[src/rtl/irq_accept.sv]
module irq_accept #(
  parameter int               XLEN        = 32,
  parameter int               TICK_CYCLES = 1_000_000,
  parameter logic [XLEN-1:0]  TRAP_BASE   = XLEN'(32'h0000_0100)
) (
  input  logic            clk,
  input  logic            rst_n,
  input  logic            retire_i,
  input  logic [XLEN-1:0] next_pc_i,
  input  logic            ret_i,
  input  logic            stat_we_i,
  input  logic            stat_mie_i,
  input  logic            stat_mpie_i,
  input  logic            scr_swap_i,
  input  logic [XLEN-1:0] scr_wdata_i,
  output logic [XLEN-1:0] scr_rdata_o,
  output logic            mie_o,
  output logic            mpie_o,
  output logic            pending_o,
  output logic            redirect_o,
  output logic [XLEN-1:0] redirect_pc_o,
  output logic [XLEN-1:0] epc_o,
  output logic [XLEN-1:0] cause_o
);
  localparam int              CW         = $clog2(TICK_CYCLES + 1);
  localparam logic [XLEN-1:0] TIMER_CODE = (XLEN'(1) << (XLEN - 1)) | XLEN'(7);

  logic [CW-1:0]   tick_cnt;
  logic            tick;
  logic            take;
  logic            mret;
  logic [XLEN-1:0] scratch;

  assign tick = (tick_cnt == CW'(TICK_CYCLES - 1));
  assign mret = retire_i & ret_i;
  assign take = retire_i & ~ret_i & pending_o & mie_o;

  always_ff @(posedge clk or negedge rst_n) begin
    if (!rst_n) tick_cnt <= '0;
    else if (tick) tick_cnt <= '0;
    else tick_cnt <= tick_cnt + CW'(1);
  end

  always_ff @(posedge clk or negedge rst_n) begin
    if (!rst_n) pending_o <= 1'b0;
    else if (tick) pending_o <= 1'b1;
    else if (take) pending_o <= 1'b0;
  end

  always_ff @(posedge clk or negedge rst_n) begin
    if (!rst_n) begin
      mie_o  <= 1'b0;
      mpie_o <= 1'b0;
    end else if (take) begin
      mpie_o <= mie_o;
      mie_o  <= 1'b0;
    end else if (mret) begin
      mie_o  <= mpie_o;
      mpie_o <= 1'b1;
    end else if (stat_we_i) begin
      mie_o  <= stat_mie_i;
      mpie_o <= stat_mpie_i;
    end
  end

  always_ff @(posedge clk or negedge rst_n) begin
    if (!rst_n) begin
      redirect_o <= 1'b0;
      epc_o      <= '0;
      cause_o    <= '0;
    end else begin
      redirect_o <= take;
      if (take) begin
        epc_o   <= next_pc_i;
        cause_o <= TIMER_CODE;
      end
    end
  end

  assign redirect_pc_o = TRAP_BASE;

  always_ff @(posedge clk or negedge rst_n) begin
    if (!rst_n) scratch <= '0;
    else if (scr_swap_i) scratch <= scr_wdata_i;
  end

  assign scr_rdata_o = scratch;
endmodule

[config.mk]
export PLATFORM = sky130hd
export DESIGN_NAME = irq_accept
export DESIGN_NICKNAME = d
export VERILOG_FILES = /design/src/rtl/irq_accept.sv
export SDC_FILE = /design/constraint.sdc
export NUM_CORES = 1
export LEC_CHECK = 0
export BUFFER_PORTS_ARGS = -buffer_cell sky130_fd_sc_hd__buf_2
export CAP_MARGIN = 20
export CORE_MARGIN = 5
export CORE_UTILIZATION = 45
export DETAILED_ROUTE_END_ITERATION = 8
export GPL_TIMING_DRIVEN = 1
export HOLD_SLACK_MARGIN = 0.02
export PLACE_DENSITY = 0.79
export SYNTH_ARGS = -nofsm -noshare
export SYNTH_HDL_FRONTEND = slang
export SYNTH_SLANG_ARGS = --single-unit
[constraint.sdc]
create_clock -name clk -period 2.3 [get_ports clk]
set_clock_uncertainty 0.2 [all_clocks]
set_input_delay 0.115 -clock clk [delete_from_list [all_inputs] [get_ports clk]]
set_output_delay 0.115 -clock clk [all_outputs]
set_load 0.03 [all_outputs]
==> results.md, run 1 <==
* Critical path capture point type: flip-flop
* Crit path kind: primary input to flip-flop
* Clk sinks at 89
* Clock transition at the registers of the reported paths at about 100 ps
* RSZ-0062 raised after global routing: false
* Slew HR at between 50% and 60%
* Final critical-path share of the clock period at 89.8%
* Leak pwr at 3.03 nW
* Residual DRC at 0
* Pin count of the biggest net entering global routing at 59
* Fmax at ~480 MHz
* Setup TNS Final at 0 ps
* Max-cap violations at 0
* Final net count at between 600 and 700
* Die width at 105 µm
* Initial antenna violation count at 0
* Crit path arrival time at 2110 ps
* Worst skew pair latency at approximately 350 ps
* Via count at 3156
* GRT Resource Usage Total at a little under a fifth
* Drt via density at 4.50
* CTS tree: done
* Count leader, synth: nand2_1
* Post-synth EDFFs at 0
* Setup Viol. Count Final at 0
* Share of layout cells above drive strength 1 at 34.8%
* Port bufs at 143
* Synth unique cells at 38
* Tmin final at 2070 ps
* Final Instance Count excl. Fillers at about 700
* CTS max path bufs at 2
* Setup slack after layout at 234 ps
* Dpl hpwl at 6640 µm
* PD cells at 604 nW/µm²
* CTS H-tree depth at 3
* Final hold violations at 0
* Maximum vdd drop at about 0.00032 V
* Initial DRC count at 93
* Worst Path Max Fanout at 1
* Die area at 10900 µm²
* First-pass GRT wire length at around 17000 µm
* Design Power at 3.37 mW
* Core Area at 8720 µm²
* #FFs+latches synth at roughly 90
* Final Wtd Congestion at 0.829
* Startpoint types: primary input
* Io pins at 204
* Synth async-reset ratio at 100%
* Seq/Total Area, Yosys at 55.3%
* Slew @ Worst Pin at around 700 ps
* Yosys warns at 0
* CTS resizes at 0
* Top area cells in the synthesized netlist: dfrtp_1 55%, buf_4 12%, nand2_1 9.3%
* Top_reg_cell synth: dfrtp_1
* CTS buffer count at 9
* Root Driver: clkbuf_8
* Status: finished, final reports clean
* Post-Syn Area per Cell at between 10 and 15 µm²
* WL/cell at 14.5 µm
* Number of global-route vias before repair at 3383
* Cell accounting for the most synthesized area: dfrtp_1
* CP required at 2340 ps
* Ant diodes at 0
* Synth top cells by count: 100 x nand2_1, 89 x dfrtp_1, 63 x buf_4, 32 x mux2_2, 12 x nor2_1
* DRT Wirelength at 10200 µm
* Top cell type's share of synthesized area at a little under three fifths
* FP Rows at 34
* Synthesized instance count at 371
* Placed cell count at slightly above 600
* Initial Util at 46.2%
* Mapped Area at ~4000 µm²
* Post-place setup slack at 462 ps
* GRT Residual Overflow at 0
* Max Slew Vio Count at 0
* Worst hold path class: primary input to async pin
* Die Ht at between 100 and 150 µm
* Layout area overhead at 38.6%
* Drt pass-1 iters at 4
* Post-DRT Antenna Nets at 0
path summary, 6_finish.rpt:
check / from / to / cells past startpoint / slack [ps]
max in group asynchronous: rst_n / cause_o[0]$_DFFE_PN0P_ / 3 / 1210
min in group clk: retire_i / epc_o[7]$_DFFE_PN0P_ / 5 / 220
worst max register to register: mpie_o$_DFFE_PN0P_ / mpie_o$_DFFE_PN0P_ / 4 / 230
worst max-delay path: stat_mpie_i / mpie_o$_DFFE_PN0P_ / 6 / 230
worst min register to register: epc_o[26]$_DFFE_PN0P_ / epc_o[26]$_DFFE_PN0P_ / 2 / 280
worst min-delay path: rst_n / scr_rdata_o[4]$_DFFE_PN0P_ / 2 / 30
what timing repair did:
item	CTS	global route
setup endpoints to repair	0	1
endpoints found under the hold margin	155	0
setup buffers	0	5
hold buffers	72	0
where the power goes:
group	switching (mW)	total (mW)	leakage [nW]	internal [mW]
registers	0.0302	1.65	1.15	1.62
logic	0.382	0.606	1.78	0.224
clock network	0.569	1.11	0.101	0.545
total	0.981	3.37	3.03	2.39
metrics by stage:
stage	hold slack (ps)	area [µm²]	utilization, %
5_1_grt	42.6	5580	64.0
4_1_cts	23.0	5540	63.6
6_report	32.0	5580	64.0
3_5_place_dp	-115	4610	52.9
2_1_floorplan	-381	4250	-
3_3_place_gp	-120	4610	52.9
worst max-delay path, cell delays in order:
cell and delay, ps:
dlygate4sd3_1 530, buf_2 130, mux2i_1 120, dlygate4sd3_1 570, nand3_1 70, dlygate4sd3_1 570
placed cells by master, fill, tap and decap left out, types with 2 or more instances in the layout:
cell type      instances
inv_1                  2
nand2_1              100
dfrtp_1               89
clkbuf_8              10
nand4_1                5
a21o_1                 2
mux2_2                32
and3_1                 4
mux2i_1                3
nor2_1                12
conb_1                60
buf_4                  8
nand3_1                5
buf_2                142
xnor2_1                9
dlygate4sd3_1         72
o22ai_1                2
clkinvlp_4             2
nor4_1                 2
nor3_1                 4
xor2_1                 5
routing by layer:
layer  vias up  GRT usage [%]  wire, µm  share of wire (%)
li1       1515              -         -                  -
met1      1464           21.4      3830                 38
met2       161           32.9      5280                 52
met4         0           5.39       187                1.8
met3        16           6.23       862                8.5
met5         -              0         0                  0
area by class of cell:
type	instances	area, µm²
Clock buffer	10	138
Clock inverter	6	73.8
Fill cell	646	3140
Sequential cell	89	2230
Tap cell	108	135
Timing Repair Buffer	223	1510
Inverter	3	11.3
Multi-Input combinational cell	263	1490
sequential cells by signal, summed over array words and instances, names as in the netlist:
name,cells
epc_o,32
tick_cnt,20
scr_rdata_o,32
pending_o,1
cause_o,1
mpie_o,1
mie_o,1
redirect_o,1
cell families (layout without fill, tap and decap cells):
kind of cell / after synthesis / after routing / synth area share, %
AND/OR/NAND/NOR: 147 / 147 / 17.2
XOR/XNOR: 14 / 14 / 3.04
multiplexers: 35 / 35 / 9.69
adder cells (fa/ha/maj): 1 / 1 / 0.311
flip-flops: 89 / 89 / 55.3
buffers and inverters: 77 / 242 / 13.2
other: 2 / 60 / 0.186
AO/OA/AOI/OAI: 6 / 6 / 0.994
Power figures use the tool's default switching activity.
==> run 2, diff against run 1 <==
--- a/config.mk
+++ b/config.mk
@@ -12,7 +12,7 @@
 export DETAILED_ROUTE_END_ITERATION = 8
 export GPL_TIMING_DRIVEN = 1
 export HOLD_SLACK_MARGIN = 0.02
-export PLACE_DENSITY = 0.79
+export PLACE_DENSITY = 0.75
 export SYNTH_ARGS = -nofsm -noshare
 export SYNTH_HDL_FRONTEND = slang
 export SYNTH_SLANG_ARGS = --single-unit
==> results.md, run 2 (same netlist as run 1, synthesis figures left out) <==
* Filler cell count at 646 (unchanged)
* Slew @ Worst Pin at 667 ps (-19.1 ps)
* Crit path arrival time at 2340 ps (+230 ps)
* Switching share of power at 30.1% (+1.0 points)
* Worst Path Max Fanout at 2 (+1)
* Post-place setup slack at 470 ps (+7.41 ps)
* Setup slack after layout at 48.0 ps (-186 ps)
* Max-cap violations at 0 (unchanged)
* Max Slew Vio Count at 0 (unchanged)
* Tmin final at 2250 ps (+186 ps)
* Status: finished, final reports clean
* CP required at 2390 ps (+50 ps)
* Most frequent cells in the layout: 142 x buf_2, 100 x nand2_1, 89 x dfrtp_1
* Io pins at 204 (unchanged)
* CTS resizes at 0 (unchanged)
* Final Wtd Congestion at 0.774 (-6.6%)
* Root Driver: clkbuf_8
* Area occupied by multi-input gates at 1490 µm² (unchanged)
* Critical path capture point type: flip-flop
* Core Area at 8720 µm² (unchanged)
* Initial DRC count at 98 (+5.4%)
* GRT Resource Usage Total at 18.0% (-0.55 points)
* Design Power at 3.27 mW (-3.1%)
* Final hold violations at 0 (unchanged)
* Leak pwr at 3.00 nW (-0.89%)
* Final Instance Count excl. Fillers at 697 (-0.71%)
* Final net count at 657 (-0.76%)
* Startpoint types: primary input
* Crit path kind: primary input to flip-flop
* R2R depth at 4 (unchanged)
* Setup Viol. Count Final at 0 (unchanged)
* Sequential cell area at 2230 µm² (unchanged)
* Fraction of power consumed by sequential logic at 50.6% (+1.6 points)
* Die width at 105 µm (unchanged)
* Post-CTS Setup Repair Bufs at 0 (unchanged)
* Die Ht at 105 µm (unchanged)
* Drt pass-1 iters at 5 (+1)
* Dpl hpwl at 6180 µm (-7.0%)
* Clk sinks at 89 (unchanged)
* Layout area overhead at 37.0%
* Final critical-path share of the clock period at 97.9% (+8.1 points)
* Commonest non-fill, non-tap cell in the layout: buf_2
* GRT Residual Overflow at 0 (unchanged)
* DRT Wirelength at 9970 µm (-1.8%)
* Pin count of the biggest net entering global routing at 36 (-39%)
* Post-DRT Antenna Nets at 0 (unchanged)
* First-pass GRT wire length at 16400 µm (-2.1%)
* Number of global-route vias before repair at 3271 (-3.3%)
* Drt via density at 4.48 (-0.27%)
* Fmax at 444 MHz (-8.3%)
* Most used cell, CP: dlygate4sd3_1
* Maximum vdd drop at 0.000273 V (-16%)
* Switching pwr at 0.985 mW (+0.42%)
* CTS H-tree depth at 3 (unchanged)
* RSZ-0062 raised after global routing: false
* Slowest-stage cell, CP: dlygate4sd3_1
* Worst skew pair latency at 350 ps (about the same)
* FP Rows at 34 (unchanged)
* Initial Util at 46.2% (unchanged)
* Share of layout cells above drive strength 1 at 34.5% (-0.38 points)
* Setup TNS Final at 0 ps (unchanged)
* CTS buffer count at 9 (unchanged)
* Initial antenna violation count at 0 (unchanged)
* PD cells at 593 nW/µm² (-1.9%)
* Die area at 10900 µm² (unchanged)
* Min Hold Slack at 45.1 ps (+13.1 ps)
* Gate power share at 18.5% (+0.5 points)
* Residual DRC at 0 (unchanged)
* Port bufs at 143 (unchanged)
* Ant diodes at 0 (unchanged)
* Worst hold path class: primary input to async pin
* P_int at 2.29 mW (-4.5%)
* Clock network power share at 30.9% (-2.1 points)
* Clock transition at the registers of the reported paths at 100 ps (about the same)
* Slew HR at 55.5% (+1.3 points)
* Critical path's largest stage delay at 600 ps (+30 ps)
* Placed cell count at 610 (+0.16%)
* CTS tree: done
* WL/cell at 14.3 µm (-1.1%)
* Chain of cells forming the critical path: dlygate4sd3_1, buf_2, nand2_1, dlygate4sd3_1, nor2_1, a211oi_1, dlygate4sd3_1
* Critical Path Start: retire_i
* Crit Reg-Reg Startpoint: mpie_o$_DFFE_PN0P_
* Via count at 3125 (-0.98%)
* CTS max path bufs at 2 (unchanged)
[run 2: changes by cell type in the layout (fill, tap and decap cells not counted)]
| cell | delta |
|---|---|
| buf_4 | -4 |
| clkinvlp_4 | -1 |
| clkinv_2 | +1 |
| inv_6 | +1 |
| dlygate4sd3_1 | -1 |
| bufinv_16 | -1 |
[run 2: critical path: cells and delay by family]
kind,cells,cell delay [ps]
AOI/OAI and AO/OA,1,220
buffers and inverters,4,1870
and+or+nand+nor,2,150
[run 2: layout make-up]
| class | count | area share, % |
|---|---|---|
| Timing Repair Buffer | 218 | 26.7 |
| Tap cell | 108 | 2.45 |
| Multi-Input combinational cell | 263 | 26.9 |
| Sequential cell | 89 | 40.4 |
| Inverter | 3 | 0.204 |
| Clock inverter | 6 | 0.907 |
| Clock buffer | 10 | 2.49 |
[run 2: path summary, 6_finish.rpt]
kind | to | slack [ps]
worst max register to register | mpie_o$_DFFE_PN0P_ | 240
worst min register to register | epc_o[18]$_DFFE_PN0P_ | 280
worst min-delay path | scr_rdata_o[21]$_DFFE_PN0P_ | 50
worst max-delay path | mie_o$_DFFE_PN0P_ | 50
min in group clk | scr_rdata_o[9]$_DFFE_PN0P_ | 220
max in group asynchronous | scr_rdata_o[31]$_DFFE_PN0P_ | 1200
[run 2: routing by layer]
| metal | track usage, % | vias to the layer above | share of wire (%) |
|---|---|---|---|
| met1 | 21.3 | 1454 | 41 |
| met4 | 4.84 | 0 | 1.0 |
| met5 | 0 | - | 0 |
| met2 | 32.0 | 155 | 51 |
| li1 | - | 1504 | - |
| met3 | 5.36 | 12 | 7.8 |
[run 2: metrics by stage]
step	cell area (µm²)	utilization, %
2_1_floorplan	4250	-
3_3_place_gp	4620	53.0
3_5_place_dp	4620	53.0
4_1_cts	5520	63.3
5_1_grt	5520	63.3
6_report	5520	63.3
[run 2: power by group through the flow]
stage | Combinational (mW) | Sequential [mW] | Clock, mW
final | 0.604 | 1.65 | 1.01
after global routing | 0.644 | 1.66 | 1.12
after CTS | 0.594 | 1.65 | 1.05
after detailed placement | 0.497 | 1.68 | 0
after global placement | 0.492 | 1.68 | 0
after floorplan | 0.281 | 1.81 | 0
[run 2: repair_timing]
action / in CTS / in global routing
hold buffers: 71 / 0
endpoints found under the hold margin: 155 / 0
endpoints found under the setup margin: 0 / 0
